[src/rtl/iwa_pkg.sv]
// Shared constants and types of the instruction word assembler.
// Assumes a fixed 16-bit encoding with at most two extension words.
package iwa_pkg;
    localparam int WORD_W    = 16;
    localparam int MAX_WORDS = 3;
    localparam int CNT_W     = $clog2(MAX_WORDS + 1);
    localparam int JOFF_W    = 10;

    typedef enum logic [1:0] {
        FMT_ONE = 2'd0,
        FMT_JMP = 2'd1,
        FMT_TWO = 2'd2
    } fmt_e;

    typedef enum logic [3:0] {
        AM_REG  = 4'd0,
        AM_IDX  = 4'd1,
        AM_IND  = 4'd2,
        AM_POST = 4'd3,
        AM_SYM  = 4'd4,
        AM_IMM  = 4'd5,
        AM_ABS  = 4'd6,
        AM_CGEN = 4'd7,
        AM_BAD  = 4'd15
    } amode_e;

    typedef struct packed {
        fmt_e              fmt;
        logic              bad;
        logic [1:0]        len;
        logic [3:0]        src_reg;
        logic [3:0]        dst_reg;
        amode_e            src_mode;
        amode_e            dst_mode;
        logic              cg_hit;
        logic [WORD_W-1:0] cg_val;
        logic [2:0]        cond;
        logic [WORD_W-1:0] offset;
    } dec_t;
endpackage

[src/rtl/iwa_src_mode.sv]
// Source operand mode decoder.
// Maps register number and the two-bit mode field to a mode code,
// an extension-word flag and any generated constant. Purely combinational.
module iwa_src_mode
    import iwa_pkg::*;
#(
    parameter int VAL_W = WORD_W
) (
    input  logic [3:0]       reg_num,
    input  logic [1:0]       as_bits,
    output amode_e           mode,
    output logic             needs_ext,
    output logic             cg_hit,
    output logic [VAL_W-1:0] cg_val
);
    // Mode selection, with special registers overriding the plain As meaning.
    always_comb begin
        cg_hit = 1'b0;
        cg_val = '0;
        unique case (as_bits)
            2'd0:    mode = AM_REG;
            2'd1:    mode = AM_IDX;
            2'd2:    mode = AM_IND;
            default: mode = AM_POST;
        endcase
        if (reg_num == 4'd0) begin
            if (as_bits == 2'd1) mode = AM_SYM;
            if (as_bits == 2'd2) mode = AM_BAD;
            if (as_bits == 2'd3) mode = AM_IMM;
        end else if (reg_num == 4'd2) begin
            if (as_bits == 2'd1) mode = AM_ABS;
            if (as_bits[1]) begin
                mode   = AM_CGEN;
                cg_hit = 1'b1;
                cg_val = as_bits[0] ? VAL_W'(8) : VAL_W'(4);
            end
        end else if (reg_num == 4'd3) begin
            mode   = AM_CGEN;
            cg_hit = 1'b1;
            cg_val = (as_bits == 2'd3) ? '1 : VAL_W'(as_bits);
        end
    end

    // Modes that carry an index, address or literal in the next word.
    assign needs_ext = (mode == AM_IDX) || (mode == AM_SYM) ||
                       (mode == AM_IMM) || (mode == AM_ABS);
endmodule

[src/rtl/iwa_dst_mode.sv]
// Destination operand mode decoder for the two-operand class.
// Assumes the single mode bit and the register field of the first word.
module iwa_dst_mode
    import iwa_pkg::*;
(
    input  logic [3:0] reg_num,
    input  logic       ad_bit,
    output amode_e     mode,
    output logic       needs_ext
);
    // Register mode unless the mode bit is set; then registers 0 and 2 are special.
    always_comb begin
        if (!ad_bit)                mode = AM_REG;
        else if (reg_num == 4'd0)   mode = AM_SYM;
        else if (reg_num == 4'd2)   mode = AM_ABS;
        else                        mode = AM_IDX;
    end

    // Every memory destination carries one extension word.
    assign needs_ext = ad_bit;
endmodule

[src/rtl/iwa_word_decode.sv]
// First-word classifier.
// Splits the format class, decodes both operand modes, the jump fields and
// the total instruction length. Combinational; the word is assumed stable.
module iwa_word_decode
    import iwa_pkg::*;
(
    input  logic [WORD_W-1:0] word,
    output dec_t              dec
);
    fmt_e              fmt;
    logic [3:0]        s_reg;
    amode_e            s_mode;
    amode_e            d_mode;
    logic              s_ext;
    logic              d_ext;
    logic              s_cg;
    logic [WORD_W-1:0] s_cgv;

    // Class from the top three bits; source register position depends on class.
    always_comb begin
        unique case (word[15:13])
            3'd0:    fmt = FMT_ONE;
            3'd1:    fmt = FMT_JMP;
            default: fmt = FMT_TWO;
        endcase
        s_reg = (fmt == FMT_TWO) ? word[11:8] : word[3:0];
    end

    iwa_src_mode #(.VAL_W(WORD_W)) u_src (
        .reg_num   (s_reg),
        .as_bits   (word[5:4]),
        .mode      (s_mode),
        .needs_ext (s_ext),
        .cg_hit    (s_cg),
        .cg_val    (s_cgv)
    );

    iwa_dst_mode u_dst (
        .reg_num   (word[3:0]),
        .ad_bit    (word[7]),
        .mode      (d_mode),
        .needs_ext (d_ext)
    );

    // Assemble the decoded fields per class.
    always_comb begin
        dec          = '0;
        dec.fmt      = fmt;
        dec.len      = 2'd1;
        dec.src_mode = AM_REG;
        dec.dst_mode = AM_REG;
        if (fmt == FMT_JMP) begin
            dec.cond   = word[12:10];
            dec.offset = {{(WORD_W-JOFF_W){word[JOFF_W-1]}}, word[JOFF_W-1:0]};
        end else begin
            dec.src_reg  = s_reg;
            dec.src_mode = s_mode;
            dec.cg_hit   = s_cg;
            dec.cg_val   = s_cgv;
            dec.bad      = (s_mode == AM_BAD);
            if (fmt == FMT_TWO) begin
                dec.dst_reg  = word[3:0];
                dec.dst_mode = d_mode;
            end
            if (!dec.bad)
                dec.len = 2'd1 + 2'(s_ext) + 2'((fmt == FMT_TWO) && d_ext);
        end
    end
endmodule

[src/rtl/insn_word_assembler.sv]
// Variable-length instruction word assembler.
// Buffers up to three words, decodes the oldest one and, once its extension
// words are present (or it is invalid, or flush gives up on it), pops the
// consumed words and loads one record into a registered output slot.
// Assumes in_word is held while in_valid is high and not yet accepted.
module insn_word_assembler
    import iwa_pkg::*;
(
    input  logic              clk,
    input  logic              rst_n,
    input  logic              in_valid,
    output logic              in_ready,
    input  logic [WORD_W-1:0] in_word,
    input  logic              in_flush,
    output logic              out_valid,
    input  logic              out_ready,
    output logic [WORD_W-1:0] out_word,
    output logic [1:0]        out_len,
    output logic              out_err,
    output logic [1:0]        out_fmt,
    output logic [3:0]        out_src_reg,
    output logic [3:0]        out_src_mode,
    output logic [3:0]        out_dst_reg,
    output logic [3:0]        out_dst_mode,
    output logic              out_cg_hit,
    output logic [WORD_W-1:0] out_cg_val,
    output logic [2:0]        out_cond,
    output logic [WORD_W-1:0] out_offset,
    output logic [WORD_W-1:0] out_ext0,
    output logic [WORD_W-1:0] out_ext1
);
    logic [WORD_W-1:0] buf_q [MAX_WORDS];
    logic [WORD_W-1:0] buf_d [MAX_WORDS];
    logic [CNT_W-1:0]  cnt_q;
    logic [CNT_W-1:0]  cnt_d;
    logic [CNT_W-1:0]  pop;
    logic [CNT_W-1:0]  keep;
    dec_t              dec;
    logic              slot_free;
    logic              complete;
    logic              give_up;
    logic              fire;
    logic              push;
    logic              rec_err;

    iwa_word_decode u_dec (
        .word (buf_q[0]),
        .dec  (dec)
    );

    // Firing conditions for the oldest buffered instruction.
    assign slot_free = !out_valid || out_ready;
    assign complete  = CNT_W'(dec.len) <= cnt_q;
    assign give_up   = in_flush && !complete;
    assign fire      = (cnt_q != '0) && slot_free && (dec.bad || complete || give_up);
    assign rec_err   = dec.bad || !complete;

    // Input handshake: room in the buffer and no flush in progress.
    assign in_ready  = (cnt_q != CNT_W'(MAX_WORDS)) && !in_flush;
    assign push      = in_valid && in_ready;

    // Words removed this cycle: one on error, the full length otherwise.
    assign pop  = !fire ? '0 : (rec_err ? CNT_W'(1) : CNT_W'(dec.len));
    assign keep = cnt_q - pop;
    assign cnt_d = keep + CNT_W'(push);

    // Next buffer: shift out the popped words, append the accepted word.
    always_comb begin
        for (int i = 0; i < MAX_WORDS; i++) begin
            buf_d[i] = '0;
            for (int j = 0; j < MAX_WORDS; j++)
                if (j == i + int'(pop)) buf_d[i] = buf_q[j];
            if (push && (i == int'(keep))) buf_d[i] = in_word;
        end
    end

    // Buffer and occupancy registers.
    always_ff @(posedge clk) begin
        if (!rst_n) begin
            cnt_q <= '0;
            for (int i = 0; i < MAX_WORDS; i++) buf_q[i] <= '0;
        end else begin
            cnt_q <= cnt_d;
            for (int i = 0; i < MAX_WORDS; i++) buf_q[i] <= buf_d[i];
        end
    end

    // Output record slot: load on fire, release when taken.
    always_ff @(posedge clk) begin
        if (!rst_n) begin
            out_valid    <= 1'b0;
            out_word     <= '0;
            out_len      <= '0;
            out_err      <= 1'b0;
            out_fmt      <= '0;
            out_src_reg  <= '0;
            out_src_mode <= '0;
            out_dst_reg  <= '0;
            out_dst_mode <= '0;
            out_cg_hit   <= 1'b0;
            out_cg_val   <= '0;
            out_cond     <= '0;
            out_offset   <= '0;
            out_ext0     <= '0;
            out_ext1     <= '0;
        end else if (fire) begin
            out_valid    <= 1'b1;
            out_word     <= buf_q[0];
            out_len      <= rec_err ? 2'd1 : dec.len;
            out_err      <= rec_err;
            out_fmt      <= dec.fmt;
            out_src_reg  <= dec.src_reg;
            out_src_mode <= dec.src_mode;
            out_dst_reg  <= dec.dst_reg;
            out_dst_mode <= dec.dst_mode;
            out_cg_hit   <= dec.cg_hit;
            out_cg_val   <= dec.cg_val;
            out_cond     <= dec.cond;
            out_offset   <= dec.offset;
            out_ext0     <= (!rec_err && dec.len >= 2'd2) ? buf_q[1] : '0;
            out_ext1     <= (!rec_err && dec.len == 2'd3) ? buf_q[2] : '0;
        end else if (out_ready) begin
            out_valid    <= 1'b0;
        end
    end
endmodule

[config.mk]
export PLATFORM = sky130hd
export DESIGN_NAME = insn_word_assembler
export DESIGN_NICKNAME = d
export VERILOG_FILES = /design/src/rtl/iwa_pkg.sv /design/src/rtl/iwa_src_mode.sv /design/src/rtl/iwa_dst_mode.sv /design/src/rtl/iwa_word_decode.sv /design/src/rtl/insn_word_assembler.sv
export SDC_FILE = /design/constraint.sdc
export NUM_CORES = 1
export LEC_CHECK = 0
export ABC_AREA = 0
export BUFFER_PORTS_ARGS = -buffer_cell sky130_fd_sc_hd__buf_2
export CORE_AREA = 2 2 110 112
export CTS_CLUSTER_SIZE = 24
export DETAILED_ROUTE_END_ITERATION = 6
export DIE_AREA = 0 0 112 114
export MAX_ROUTING_LAYER = met4
export PLACE_DENSITY = 0.95
export SLEW_MARGIN = 10
export SYNTH_ARGS = -nofsm -noshare
export SYNTH_HDL_FRONTEND = slang
export SYNTH_HIERARCHICAL = 1
export SYNTH_SLANG_ARGS = --single-unit
[constraint.sdc]
create_clock -name clk -period 10 [get_ports clk]
set_clock_uncertainty 0.15 [all_clocks]
set_input_delay 1 -clock clk [delete_from_list [all_inputs] [get_ports clk]]
set_output_delay 1 -clock clk [all_outputs]
set_load 0.02 [all_outputs]
==> summary.json, run 1 <==
{
  "clock_tree": {
    "clock_path_buffers": 2,
    "cts.clk_slew.worst_paths_ns": 0.06,
    "cts_repair_resize_count": 0,
    "cts_h_tree_lvls": 4,
    "cts_hold_buf": 0,
    "clock_insertion_delay_worst_skew_ns": 0.43,
    "clock_sink_count": 156,
    "tritoncts": "yes",
    "root_buffer": "sky130_fd_sc_hd__clkbuf_16",
    "cts_setup_buffers": 0,
    "cts_buffers": 17
  },
  "placed_design": {
    "io_buffers": 127,
    "hpwl_um": 11300,
    "gpl.final_weighted_congestion": 0.880
  },
  "global_routing": {
    "maximum_number_of_pins_on_one_net_before_global_route_repair": 108,
    "grt_usage": 0.279,
    "grt_antenna_before_repair": 0,
    "wire_length_of_the_first_global_routing_pass_um": 27600,
    "global_route.overflow_total": 0,
    "first_global_vias": 5397
  },
  "timing": {
    "max_slew_violations": 0,
    "worst-slew-pin-transition_ns": 1.10,
    "fmaxAchievable_mhz": 144,
    "timing.setup.tns_ns": 0,
    "slew_headroom": 0.265,
    "hold_viol_final": 0,
    "finalSetupViolCount": 0,
    "fin_worst_hold_slack_ns": 0.299,
    "timing.final.crit_share": 0.695,
    "unrepaired_setup_endpoints_after_global_routing": "false",
    "fin_crit_ns": 6.95
  },
  "critical_path": {
    "worstPathRequired_ns": 10.19,
    "timing.critical_path.cells": "o21ai_0, nand2_1, or3_4, a21oi_2, o21a_1, inv_1, ha_1, nor3b_1, ha_1, nand2_1, o21a_1, a21o_4, a21oi_1, ha_1, or2_0, nor3_2, a221oi_1, nor3_1",
    "crit_start": "buf_q[0][14]",
    "path_max_fanout": 107,
    "arrival_ns": 7.14,
    "critPathKind": "reg -> reg",
    "rrSetupSlack_ns": 3.05,
    "crit_path_start_kind": "flip-flop",
    "worst_setup_path_end_kind": "flip-flop",
    "critical_path.reg2reg.startpoint": "buf_q[0][14]",
    "cpMaxStageDelayCell": "sky130_fd_sc_hd__nor3_2",
    "path_common_cell": "sky130_fd_sc_hd__ha_1",
    "slowest_delay_ns": 0.95
  },
  "floorplan": {
    "die_area_um2": 12800,
    "core_box_area_um2": 11700,
    "placementRows": 40,
    "die_height_um": 114,
    "ioPinCount": 128,
    "floorplan.die.width_um": 112,
    "effective_utilization_at_floorplan": 0.584
  },
  "synthesis": {
    "mappedNetlistArea_um2": 6840,
    "yosysTopAreaCell": "sky130_fd_sc_hd__dfxtp_1",
    "synth-warning-count": 6,
    "synth_area_leaders": "sky130_fd_sc_hd__dfxtp_1 46%, sky130_fd_sc_hd__nand2_1 9.1%, sky130_fd_sc_hd__a21oi_1 7.2%",
    "yosys.cell_count.top_type": "sky130_fd_sc_hd__nand2_1",
    "synth_flop_cell": "sky130_fd_sc_hd__dfxtp_1",
    "average_instance_area_after_synthesis_um2": 8.39,
    "synth_fp_nets": 840,
    "synth_xor_xnor_area_share": 0.00256,
    "basic_gate_share_of_the_synthesized_area_counting_and_or_nand_and_nor_cells": 0.256,
    "synth_compound_gate_area_share": 0.201,
    "yosys-top-cells-count": "166 x sky130_fd_sc_hd__nand2_1, 156 x sky130_fd_sc_hd__dfxtp_1, 98 x sky130_fd_sc_hd__a21oi_1",
    "post_synth_inst_count": 815,
    "largest_family_of_logic_cells_by_synthesized_area": "simple AND/OR/NAND/NOR gates",
    "ys_async_sr_fraction": 0,
    "post-synth-top-area-fraction": 0.457,
    "synth-edff-count": 0,
    "yosysSeqAreaShare": 0.457,
    "ys_ff_latch": 156,
    "post_synth_mux_area_share": 0.00146,
    "synth.lib_cells_used.distinct": 51,
    "post_synth_fa_ha_maj_area_fraction": 0.00732
  },
  "drt": {
    "dr_total_vias": 6180,
    "post_drt_wl_per_cell_um": 16.8,
    "post-route-drc-count": 0,
    "routed_via_density": 5.95,
    "ant_nets": 0,
    "drt_first_iter_violations": 765,
    "routed_wirelength_um": 17400,
    "detail_route.first_pass.iterations": 5
  },
  "run": {
    "cap_viol_max_count": 0
  },
  "layout": {
    "multiInputGateArea_um2": 3220,
    "final-seq-area_um2": 3120,
    "regMostFlops": "buf_q",
    "design.final.nets": 905,
    "diodes": 0,
    "drive_above_1_share": 0.216,
    "syn2layout_area_growth_pct": 14.5,
    "fillCellCount": 936,
    "largest_reg_flops": 48
  },
  "run_status": {
    "run_status": "finished, final reports clean"
  },
  "power_and_ir_drop": {
    "irDropWorstVdd_uv": 206,
    "static-leakage-power_nw": 3.17,
    "cellPowerDensity_nw_per_um2": 277
  },
  "worst_hold_path": {
    "worst_hold_startpoint": "out_offset[15]",
    "hold_path_class": "reg -> reg"
  }
}
-- layer usage --
metal | GRT usage | up-vias | share of wire
met3 | 0.0569 | 51 | 0.082
met2 | 0.440 | 308 | 0.47
li1 | - | 2935 | -
met1 | 0.352 | 2886 | 0.42
met4 | 0.120 | 0 | 0.029
met5 | - | - | 0
-- cell type report --
type | instances | area share
Multi-Input combinational cell | 564 | 0.411
Sequential cell | 156 | 0.399
Clock buffer | 20 | 0.0596
Clock inverter | 11 | 0.0150
Timing Repair Buffer | 134 | 0.0879
Tap cell | 147 | 0.0235
Inverter | 7 | 0.00368
-- worst max-delay path: cells and delay by family, from the launching register on --
family                     cells  cell delay, ns
and+or+nand+nor                7            3.13
DFF                            1            0.44
adders and majority gates      3            0.90
AOI/OAI and AO/OA              7            2.19
buffers and inverters          1            0.04
-- stage by stage --
stage          setup WS (ns)  instances   util  instance area [um^2]  total power [W]
2_1_floorplan           4.81        815      -                  6840          0.00140
3_3_place_gp            3.55       1008  0.618                  7240          0.00151
3_5_place_dp            3.29       1008  0.618                  7240          0.00153
4_1_cts                 3.20       1039  0.668                  7830          0.00216
5_1_grt                 2.56       1039  0.668                  7830          0.00228
6_report                3.05       1039  0.668                  7830          0.00217
-- cells by family after synthesis --
group	count (synthesis)
and+or+nand+nor	356
AOI/OAI and AO/OA	200
DFF	156
buffers and inverters	95
adders and majority gates	4
xor gates and xnor gates	2
other	1
muxes	1
-- placed cells by master, fill, tap and decap left out, drive strengths merged, types with 2 or more instances in the layout --
cell type and count:
dfxtp 156, inv 8, o21ai 7, a21oi 106, nand3b 17, a221o 16
nor3b 2, a22oi 32, and3 5, clkinv 6, nand2 166, nor3 36
nor2 48, nor2b 32, clkinvlp 2, nand2b 20, clkbuf 20, or2 3
and4 3, or3 2, buf 134, a32o 16, a221oi 16, o21a 3
or3b 4, ha 4, and2 14, bufinv 2
-- report_power, final --
group	internal, W	switching [W]	total, W
clock network	0.000384	0.000249	0.000633
registers	0.000699	0.0000801	0.000779
logic	0.000238	0.000519	0.000758
-- final timing paths --
check / cells after the start / to
hold reg to reg: 2 / out_offset[15]
hold / removal: 2 / out_offset[15]
setup / recovery: 18 / buf_q[0][21]
setup reg to reg: 18 / buf_q[0][21]
Power figures use the tool's default switching activity.
==> run 2: changes to the inputs <==
ABC_AREA = 1   (was 0)
CORE_AREA = 2 2 117 119   (was 2 2 110 112)
DIE_AREA = 0 0 119 121   (was 0 0 112 114)
PLACE_DENSITY = 0.89   (was 0.95)
clock period = 7.25 ns   (was 10 ns; I/O delays follow)
==> run 2 against run 1 <==
Effect of this change: the flow now finishes with violations (design-rule violations); sequential cell count unchanged; wire length decreased by 0.14%; worst setup slack got worse by 1.8 ns; sequential share of layout area decreased by 2.0 points; global-route usage decreased by 3.3 points; die area increased by 13%; maximum frequency increased by 15%; core utilization decreased by 3.8 points; count of clock-buffer cells in the layout decreased by 2; synthesized cell count increased by 29%; first-iteration DRC count increased by 2.6%; critical endpoint is now buf_q[0][1].
==> summary.json, run 2 <==
{
  "run_status": {
    "run_status": "finished with violations",
    "failed_checks": "design-rule violations"
  },
  "timing": {
    "timing.setup.tns": {"value": 0, "unit": "ns", "change": "unchanged"},
    "hold_viol_final": {"value": 0, "change": "unchanged"},
    "max_slew_violations": {"value": 0, "change": "unchanged"},
    "fin_crit": {"value": 6.04, "unit": "ns", "change": "-0.914 ns"},
    "unrepaired_setup_endpoints_after_global_routing": "false",
    "fmaxAchievable": {"value": 166, "unit": "MHz", "change": "+15%"},
    "slew_headroom": {"value": 0.221, "change": "-0.0444"},
    "finalSetupViolCount": {"value": 0, "change": "unchanged"},
    "timing.final.crit_share": {"value": 0.833, "change": "+0.138"},
    "worst-slew-pin-transition": {"value": 1.17, "unit": "ns", "change": "+0.0653 ns"}
  },
  "floorplan": {
    "die_height": {"value": 121, "unit": "um", "change": "+6.1%"},
    "effective_utilization_at_floorplan": {"value": 0.547, "change": "-0.0365"},
    "ioPinCount": {"value": 128, "change": "unchanged"},
    "placementRows": {"value": 42, "change": "+5.0%"},
    "floorplan.die.width": {"value": 119, "unit": "um", "change": "+6.3%"},
    "core_box_area": {"value": 13100, "unit": "um^2", "change": "+12%"},
    "die_area": {"value": 14400, "unit": "um^2", "change": "+13%"}
  },
  "critical_path": {
    "worst_setup_path_end_kind": "flip-flop",
    "crit_path_start_kind": "flip-flop",
    "arrival": {"value": 6.26, "unit": "ns", "change": "-0.88 ns"},
    "critPathKind": "reg -> reg",
    "path_max_fanout": {"value": 84, "change": "-21%"},
    "cpMaxStageDelayCell": "sky130_fd_sc_hd__nor2_2",
    "critical_path.reg2reg.startpoint": "buf_q[0][14]",
    "worstPathRequired": {"value": 7.47, "unit": "ns", "change": "-2.72 ns"},
    "reg2regPathDepth": {"value": 30, "change": "+12"},
    "rrSetupSlack": {"value": 1.21, "unit": "ns", "change": "-1.84 ns"},
    "path_common_cell": "sky130_fd_sc_hd__nand2_1",
    "slowest_delay": {"value": 0.96, "unit": "ns", "change": "about the same"},
    "crit_start": "buf_q[0][14]",
    "crit-reg2reg-capture": "buf_q[0][1]"
  },
  "worst_hold_path": {
    "hold_path_class": "reg -> reg",
    "worst_hold_startpoint": "out_len[0]",
    "hold-path-endpoint": "out_len[0]",
    "worstHoldPathCells": {"value": 2, "change": "unchanged"}
  },
  "placed_design": {
    "hpwl": {"value": 11800, "unit": "um", "change": "+4.5%"},
    "io_buffers": {"value": 127, "change": "unchanged"},
    "gpl.final_weighted_congestion": {"value": 0.959, "change": "+9.0%"}
  },
  "layout": {
    "largest_reg_flops": {"value": 48, "change": "unchanged"},
    "final-seq-area": {"value": 3120, "unit": "um^2", "change": "unchanged"},
    "most_frequent_standard_cell_in_the_layout_excluding_fill_and_tap_cells": "sky130_fd_sc_hd__nor2_1",
    "regMostFlops": "buf_q",
    "design.final.nets": {"value": 1143, "change": "+26%"},
    "drive_above_1_share": {"value": 0.172, "change": "-0.0448"},
    "mostFrequentLayoutCells": "234 x sky130_fd_sc_hd__nor2_1, 201 x sky130_fd_sc_hd__nand2_1, 156 x sky130_fd_sc_hd__dfxtp_1",
    "diodes": {"value": 0, "change": "unchanged"},
    "fillCellCount": {"value": 1159, "change": "+24%"},
    "syn2layout_area_growth_pct": 15.2,
    "multiInputGateArea": {"value": 3180, "unit": "um^2", "change": "-1.1%"}
  },
  "drt": {
    "post-route-drc-count": {"value": 1, "change": "+1"},
    "routed_wirelength": {"value": 17400, "unit": "um", "change": "-0.14%"},
    "maxUsedRoutingLayer": "met4",
    "total_met2_wirelength_after_detailed_routing": {"value": 8150, "unit": "um", "change": "-1.1%"},
    "ant_nets": {"value": 0, "change": "unchanged"},
    "wl_met1": {"value": 7640, "unit": "um", "change": "+5.1%"},
    "dr_total_vias": {"value": 6784, "change": "+9.8%"},
    "detail_route.first_pass.iterations": {"value": 7, "change": "+2"},
    "drt_first_iter_violations": {"value": 785, "change": "+2.6%"},
    "routed_via_density": {"value": 5.19, "change": "-13%"},
    "post_drt_wl_per_cell": {"value": 13.3, "unit": "um", "change": "-21%"},
    "route.met3.wl": {"value": 1260, "unit": "um", "change": "-12%"}
  },
  "synthesis": {
    "ys_async_sr_fraction": {"value": 0, "change": "unchanged"},
    "ys_ff_latch": {"value": 156, "change": "unchanged"},
    "yosysTopAreaCell": "sky130_fd_sc_hd__dfxtp_1",
    "yosys-top-cells-count": "234 x sky130_fd_sc_hd__nor2_1, 201 x sky130_fd_sc_hd__nand2_1, 156 x sky130_fd_sc_hd__dfxtp_1",
    "average_instance_area_after_synthesis": {"value": 6.83, "unit": "um^2", "change": "-19%"},
    "post-synth-top-area-fraction": {"value": 0.436, "change": "-0.0207"},
    "synth_flop_cell": "sky130_fd_sc_hd__dfxtp_1",
    "mappedNetlistArea": {"value": 7160, "unit": "um^2", "change": "+4.7%"},
    "yosys.cell_count.top_type": "sky130_fd_sc_hd__nor2_1",
    "post_synth_inst_count": {"value": 1048, "change": "+29%"},
    "synth.lib_cells_used.distinct": {"value": 31, "change": "-39%"},
    "synth_area_leaders": "sky130_fd_sc_hd__dfxtp_1 44%, sky130_fd_sc_hd__nor2_1 12%, sky130_fd_sc_hd__nand2_1 11%",
    "yosysSeqAreaShare": {"value": 0.436, "change": "-0.0207"},
    "synth_fp_nets": {"value": 1073, "change": "+28%"},
    "synth-warning-count": {"value": 6, "change": "unchanged"},
    "synth-edff-count": {"value": 0, "change": "unchanged"}
  },
  "global_routing": {
    "global_route.overflow_total": {"value": 0, "change": "unchanged"},
    "grt_antenna_before_repair": {"value": 0, "change": "unchanged"},
    "maximum_number_of_pins_on_one_net_before_global_route_repair": {"value": 88, "change": "-19%"},
    "wire_length_of_the_first_global_routing_pass": {"value": 27900, "unit": "um", "change": "+1.0%"},
    "grt_usage": {"value": 0.246, "change": "-0.0330"},
    "first_global_vias": {"value": 5906, "change": "+9.4%"}
  },
  "clock_tree": {
    "clock_insertion_delay_worst_skew": {"value": 0.43, "unit": "ns", "change": "about the same"},
    "root_buffer": "sky130_fd_sc_hd__clkbuf_16",
    "cts_h_tree_lvls": {"value": 4, "change": "unchanged"},
    "cts_repair_resize_count": {"value": 0, "change": "unchanged"},
    "cts.clk_slew.worst_paths": {"value": 0.06, "unit": "ns", "change": "about the same"},
    "clock_path_buffers": {"value": 2, "change": "unchanged"},
    "tritoncts": "yes",
    "clock_sink_count": {"value": 156, "change": "unchanged"},
    "cts_buffers": {"value": 17, "change": "unchanged"},
    "cts_setup_buffers": {"value": 0, "change": "unchanged"},
    "cts_hold_buf": {"value": 0, "change": "unchanged"}
  },
  "run": {
    "cap_viol_max_count": {"value": 0, "change": "unchanged"}
  }
}
-- run 2: area by class of cell --
type,instances,area share
clock buffer,18,0.0532
multi-input combinational,704,0.386
timing repair buffer,131,0.0807
inverter,108,0.0498
clock inverter,14,0.0249
sequential,156,0.379
tap,176,0.0267
-- run 2: how the worst max path moves through the flow --
stage	to	slack [ns]	cells past startpoint
after CTS	buf_q[0][1]	1.35	30
after global placement	buf_q[0][10]	1.61	30
final	buf_q[0][1]	1.21	30
after detailed placement	buf_q[0][1]	1.38	30
after global routing	buf_q[0][8]	0.64	32
after floorplan	buf_q[0][24]	2.57	33
-- run 2: kinds of logic after synthesis --
kind of cell | count (synthesis) | share of synthesized area
AND/OR/NAND/NOR | 547 | 0.317
adder cells (fa/ha/maj) | 4 | 0.00699
buffers and inverters | 188 | 0.119
other | 1 | 0.000524
AO/OA/AOI/OAI | 152 | 0.120
flip-flops | 156 | 0.436
-- run 2: critical path, delay by kind of cell (launching register included) --
family / cells / cell delay [ns]
simple gates: 20 / 3.23
buf+inv: 7 / 1.34
fa+ha+maj: 2 / 0.72
flops: 1 / 0.37
compound gates: 1 / 0.08
-- run 2: per-layer routing --
| metal | vias up | global-route usage |
|---|---|---|
| met1 | 3068 | 0.306 |
| met5 | - | - |
| li1 | 3422 | - |
| met4 | 0 | 0.0885 |
| met2 | 262 | 0.392 |
| met3 | 32 | 0.0587 |
-- run 2: stage by stage --
step                       util  cells  cell area, um^2  hold WS, ns  setup WS (ns)
after global placement    0.581   1275             7600        0.302           1.61
after CTS                 0.630   1307             8250        0.314           1.35
after global routing      0.630   1307             8250        0.337          0.638
final                     0.630   1307             8250        0.314           1.21
after floorplan               -   1048             7160        0.315           2.57
after detailed placement  0.581   1275             7600        0.305           1.38
Power of run 2 is left out: the tool's default activity adds up to more than one toggle a clock period on the data nets, which glitch-free logic cannot reach.
==> run 3: changes to the inputs <==
clock period = 6 ns   (was 7.25 ns; I/O delays follow)
==> run 3 against run 2 <==
Effect of this change: cell area shrank 1.1%; die area is the same; via count shrank 0.49%; critical path depth grew 1; the run now ends clean; non-clock buffer count grew 1; highest routed layer unchanged; final cell count is the same; maximum frequency grew 11%; register-to-register slack lost 0.64 ns.
==> summary.json, run 3 (synthesized netlist as in run 2, its figures left out) <==
{
  "timing": {
    "slew_headroom": {"value": 0.185, "change": "-0.0353"},
    "timing.final.crit_share": {"value": 0.905, "change": "+0.0724"},
    "fmaxAchievable": {"value": 184, "unit": "MHz", "change": "+11%"},
    "fin_crit": {"value": 5.43, "unit": "ns", "change": "-0.607 ns"},
    "finalSetupViolCount": {"value": 0, "change": "unchanged"},
    "max_slew_violations": {"value": 0, "change": "unchanged"},
    "hold_viol_final": {"value": 0, "change": "unchanged"},
    "unrepaired_setup_endpoints_after_global_routing": "false",
    "timing.setup.tns": {"value": 0, "unit": "ns", "change": "unchanged"},
    "worst-slew-pin-transition": {"value": 1.22, "unit": "ns", "change": "+0.0529 ns"}
  },
  "run_status": {
    "run_status": "finished, final reports clean"
  },
  "drt": {
    "detail_route.first_pass.iterations": {"value": 6, "change": "-1"},
    "post-route-drc-count": {"value": 0, "change": "-1"},
    "routed_via_density": {"value": 5.17, "change": "-0.49%"},
    "post_drt_wl_per_cell": {"value": 13.4, "unit": "um", "change": "+0.17%"},
    "dr_total_vias": {"value": 6751, "change": "-0.49%"},
    "ant_nets": {"value": 0, "change": "unchanged"},
    "routed_wirelength": {"value": 17400, "unit": "um", "change": "+0.17%"},
    "drt_first_iter_violations": {"value": 627, "change": "-20%"}
  },
  "floorplan": {
    "die_height": {"value": 121, "unit": "um", "change": "unchanged"},
    "floorplan.die.width": {"value": 119, "unit": "um", "change": "unchanged"},
    "core_box_area": {"value": 13100, "unit": "um^2", "change": "unchanged"},
    "ioPinCount": {"value": 128, "change": "unchanged"},
    "die_area": {"value": 14400, "unit": "um^2", "change": "unchanged"},
    "placementRows": {"value": 42, "change": "unchanged"},
    "effective_utilization_at_floorplan": {"value": 0.547, "change": "unchanged"}
  },
  "critical_path": {
    "worst_setup_path_end_kind": "flip-flop",
    "path_common_cell": "sky130_fd_sc_hd__nand2_1",
    "path_max_fanout": {"value": 33, "change": "-61%"},
    "slowest_delay": {"value": 0.53, "unit": "ns", "change": "-0.43 ns"},
    "cpMaxStageDelayCell": "sky130_fd_sc_hd__nand3_2",
    "critPathKind": "reg -> reg",
    "crit_path_start_kind": "flip-flop",
    "worstPathRequired": {"value": 6.18, "unit": "ns", "change": "-1.29 ns"},
    "arrival": {"value": 5.62, "unit": "ns", "change": "-0.64 ns"},
    "path_delay_family": "simple AND/OR/NAND/NOR gates",
    "critical_path.n_buffers_inverters": {"value": 8, "change": "+1"}
  },
  "layout": {
    "diodes": {"value": 0, "change": "unchanged"},
    "syn2layout_area_growth_pct": 13.9,
    "most_frequent_standard_cell_in_the_layout_excluding_fill_and_tap_cells": "sky130_fd_sc_hd__nor2_1",
    "drive_above_1_share": {"value": 0.171, "change": "-0.000884"},
    "design.final.nets": {"value": 1144, "change": "+0.087%"},
    "fillCellCount": {"value": 1157, "change": "-0.17%"},
    "regMostFlops": "buf_q",
    "largest_reg_flops": {"value": 48, "change": "unchanged"},
    "mostFrequentLayoutCells": "234 x sky130_fd_sc_hd__nor2_1, 201 x sky130_fd_sc_hd__nand2_1, 156 x sky130_fd_sc_hd__dfxtp_1"
  },
  "clock_tree": {
    "tritoncts": "yes",
    "cts_setup_buffers": {"value": 0, "change": "unchanged"},
    "clock_sink_count": {"value": 156, "change": "unchanged"},
    "cts_repair_resize_count": {"value": 0, "change": "unchanged"},
    "cts.clk_slew.worst_paths": {"value": 0.06, "unit": "ns", "change": "about the same"},
    "cts_h_tree_lvls": {"value": 4, "change": "unchanged"},
    "cts_buffers": {"value": 17, "change": "unchanged"},
    "root_buffer": "sky130_fd_sc_hd__clkbuf_16",
    "clock_insertion_delay_worst_skew": {"value": 0.43, "unit": "ns", "change": "about the same"},
    "clock_path_buffers": {"value": 2, "change": "unchanged"},
    "cts_hold_buf": {"value": 0, "change": "unchanged"}
  },
  "placed_design": {
    "hpwl": {"value": 11700, "unit": "um", "change": "-0.78%"},
    "io_buffers": {"value": 127, "change": "unchanged"},
    "gpl.final_weighted_congestion": {"value": 0.918, "change": "-4.3%"}
  },
  "global_routing": {
    "grt_usage": {"value": 0.249, "change": "+0.00275"},
    "wire_length_of_the_first_global_routing_pass": {"value": 28200, "unit": "um", "change": "+1.0%"},
    "maximum_number_of_pins_on_one_net_before_global_route_repair": {"value": 88, "change": "unchanged"},
    "global_route.overflow_total": {"value": 0, "change": "unchanged"},
    "first_global_vias": {"value": 5796, "change": "-1.9%"},
    "grt_antenna_before_repair": {"value": 0, "change": "unchanged"}
  },
  "worst_hold_path": {
    "hold_path_class": "in -> reg"
  },
  "run": {
    "cap_viol_max_count": {"value": 0, "change": "unchanged"}
  }
}
run 3: changes by cell type in the layout (fill, tap and decap cells not counted), sizes merged:
| cell | before | now |
|---|---|---|
| clkbuf | 18 | 22 |
| clkinvlp | 1 | 3 |
| clkinv | 4 | 7 |
| buf | 131 | 132 |
| bufinv | 4 | 0 |
| inv | 113 | 107 |
run 3: area by class of cell:
type | instances | area [um^2] | area share
Inverter | 108 | 410 | 0.0503
Timing Repair Buffer | 132 | 673 | 0.0825
Clock inverter | 9 | 63.8 | 0.00782
Clock buffer | 22 | 484 | 0.0593
Multi-Input combinational cell | 704 | 3180 | 0.390
Sequential cell | 156 | 3120 | 0.383
Tap cell | 176 | 220 | 0.0270
run 3: worst min-delay path, stage by stage:
cell                      delay (ns)
sky130_fd_sc_hd__buf_2          0.13
sky130_fd_sc_hd__nand2_1        0.06
sky130_fd_sc_hd__a21oi_1        0.05
run 3: final timing paths:
| check | start | to | slack [ns] | cells past startpoint |
|---|---|---|---|---|
| worst max-delay path | buf_q[0][14] | buf_q[0][31] | 0.57 | 31 |
| worst min register to register | out_err | out_err | 0.32 | 2 |
| worst max register to register | buf_q[0][14] | buf_q[0][31] | 0.57 | 31 |
| worst min-delay path | in_word[4] | buf_q[0][36] | 0.31 | 3 |
run 3: metrics by stage:
stage                     area, um^2  hold slack, ns  std cells  worst slack (ns)  utilization
after floorplan                 7160           0.315       1048              1.32            -
after global placement          7610           0.305       1276             0.838        0.582
after detailed placement        7610           0.308       1276             0.683        0.582
after CTS                       8160           0.295       1307             0.622        0.624
after global routing            8160           0.307       1307            0.0942        0.624
final                           8160           0.313       1307             0.568        0.624
run 3: routing by layer:
layer	track usage	routed length, um	vias up
met5	-	0	-
met4	0.0915	352	0
met3	0.0493	1360	29
met2	0.388	8100	285
met1	0.323	7640	3019
li1	-	-	3418
Power of run 3 is left out for the same reason.
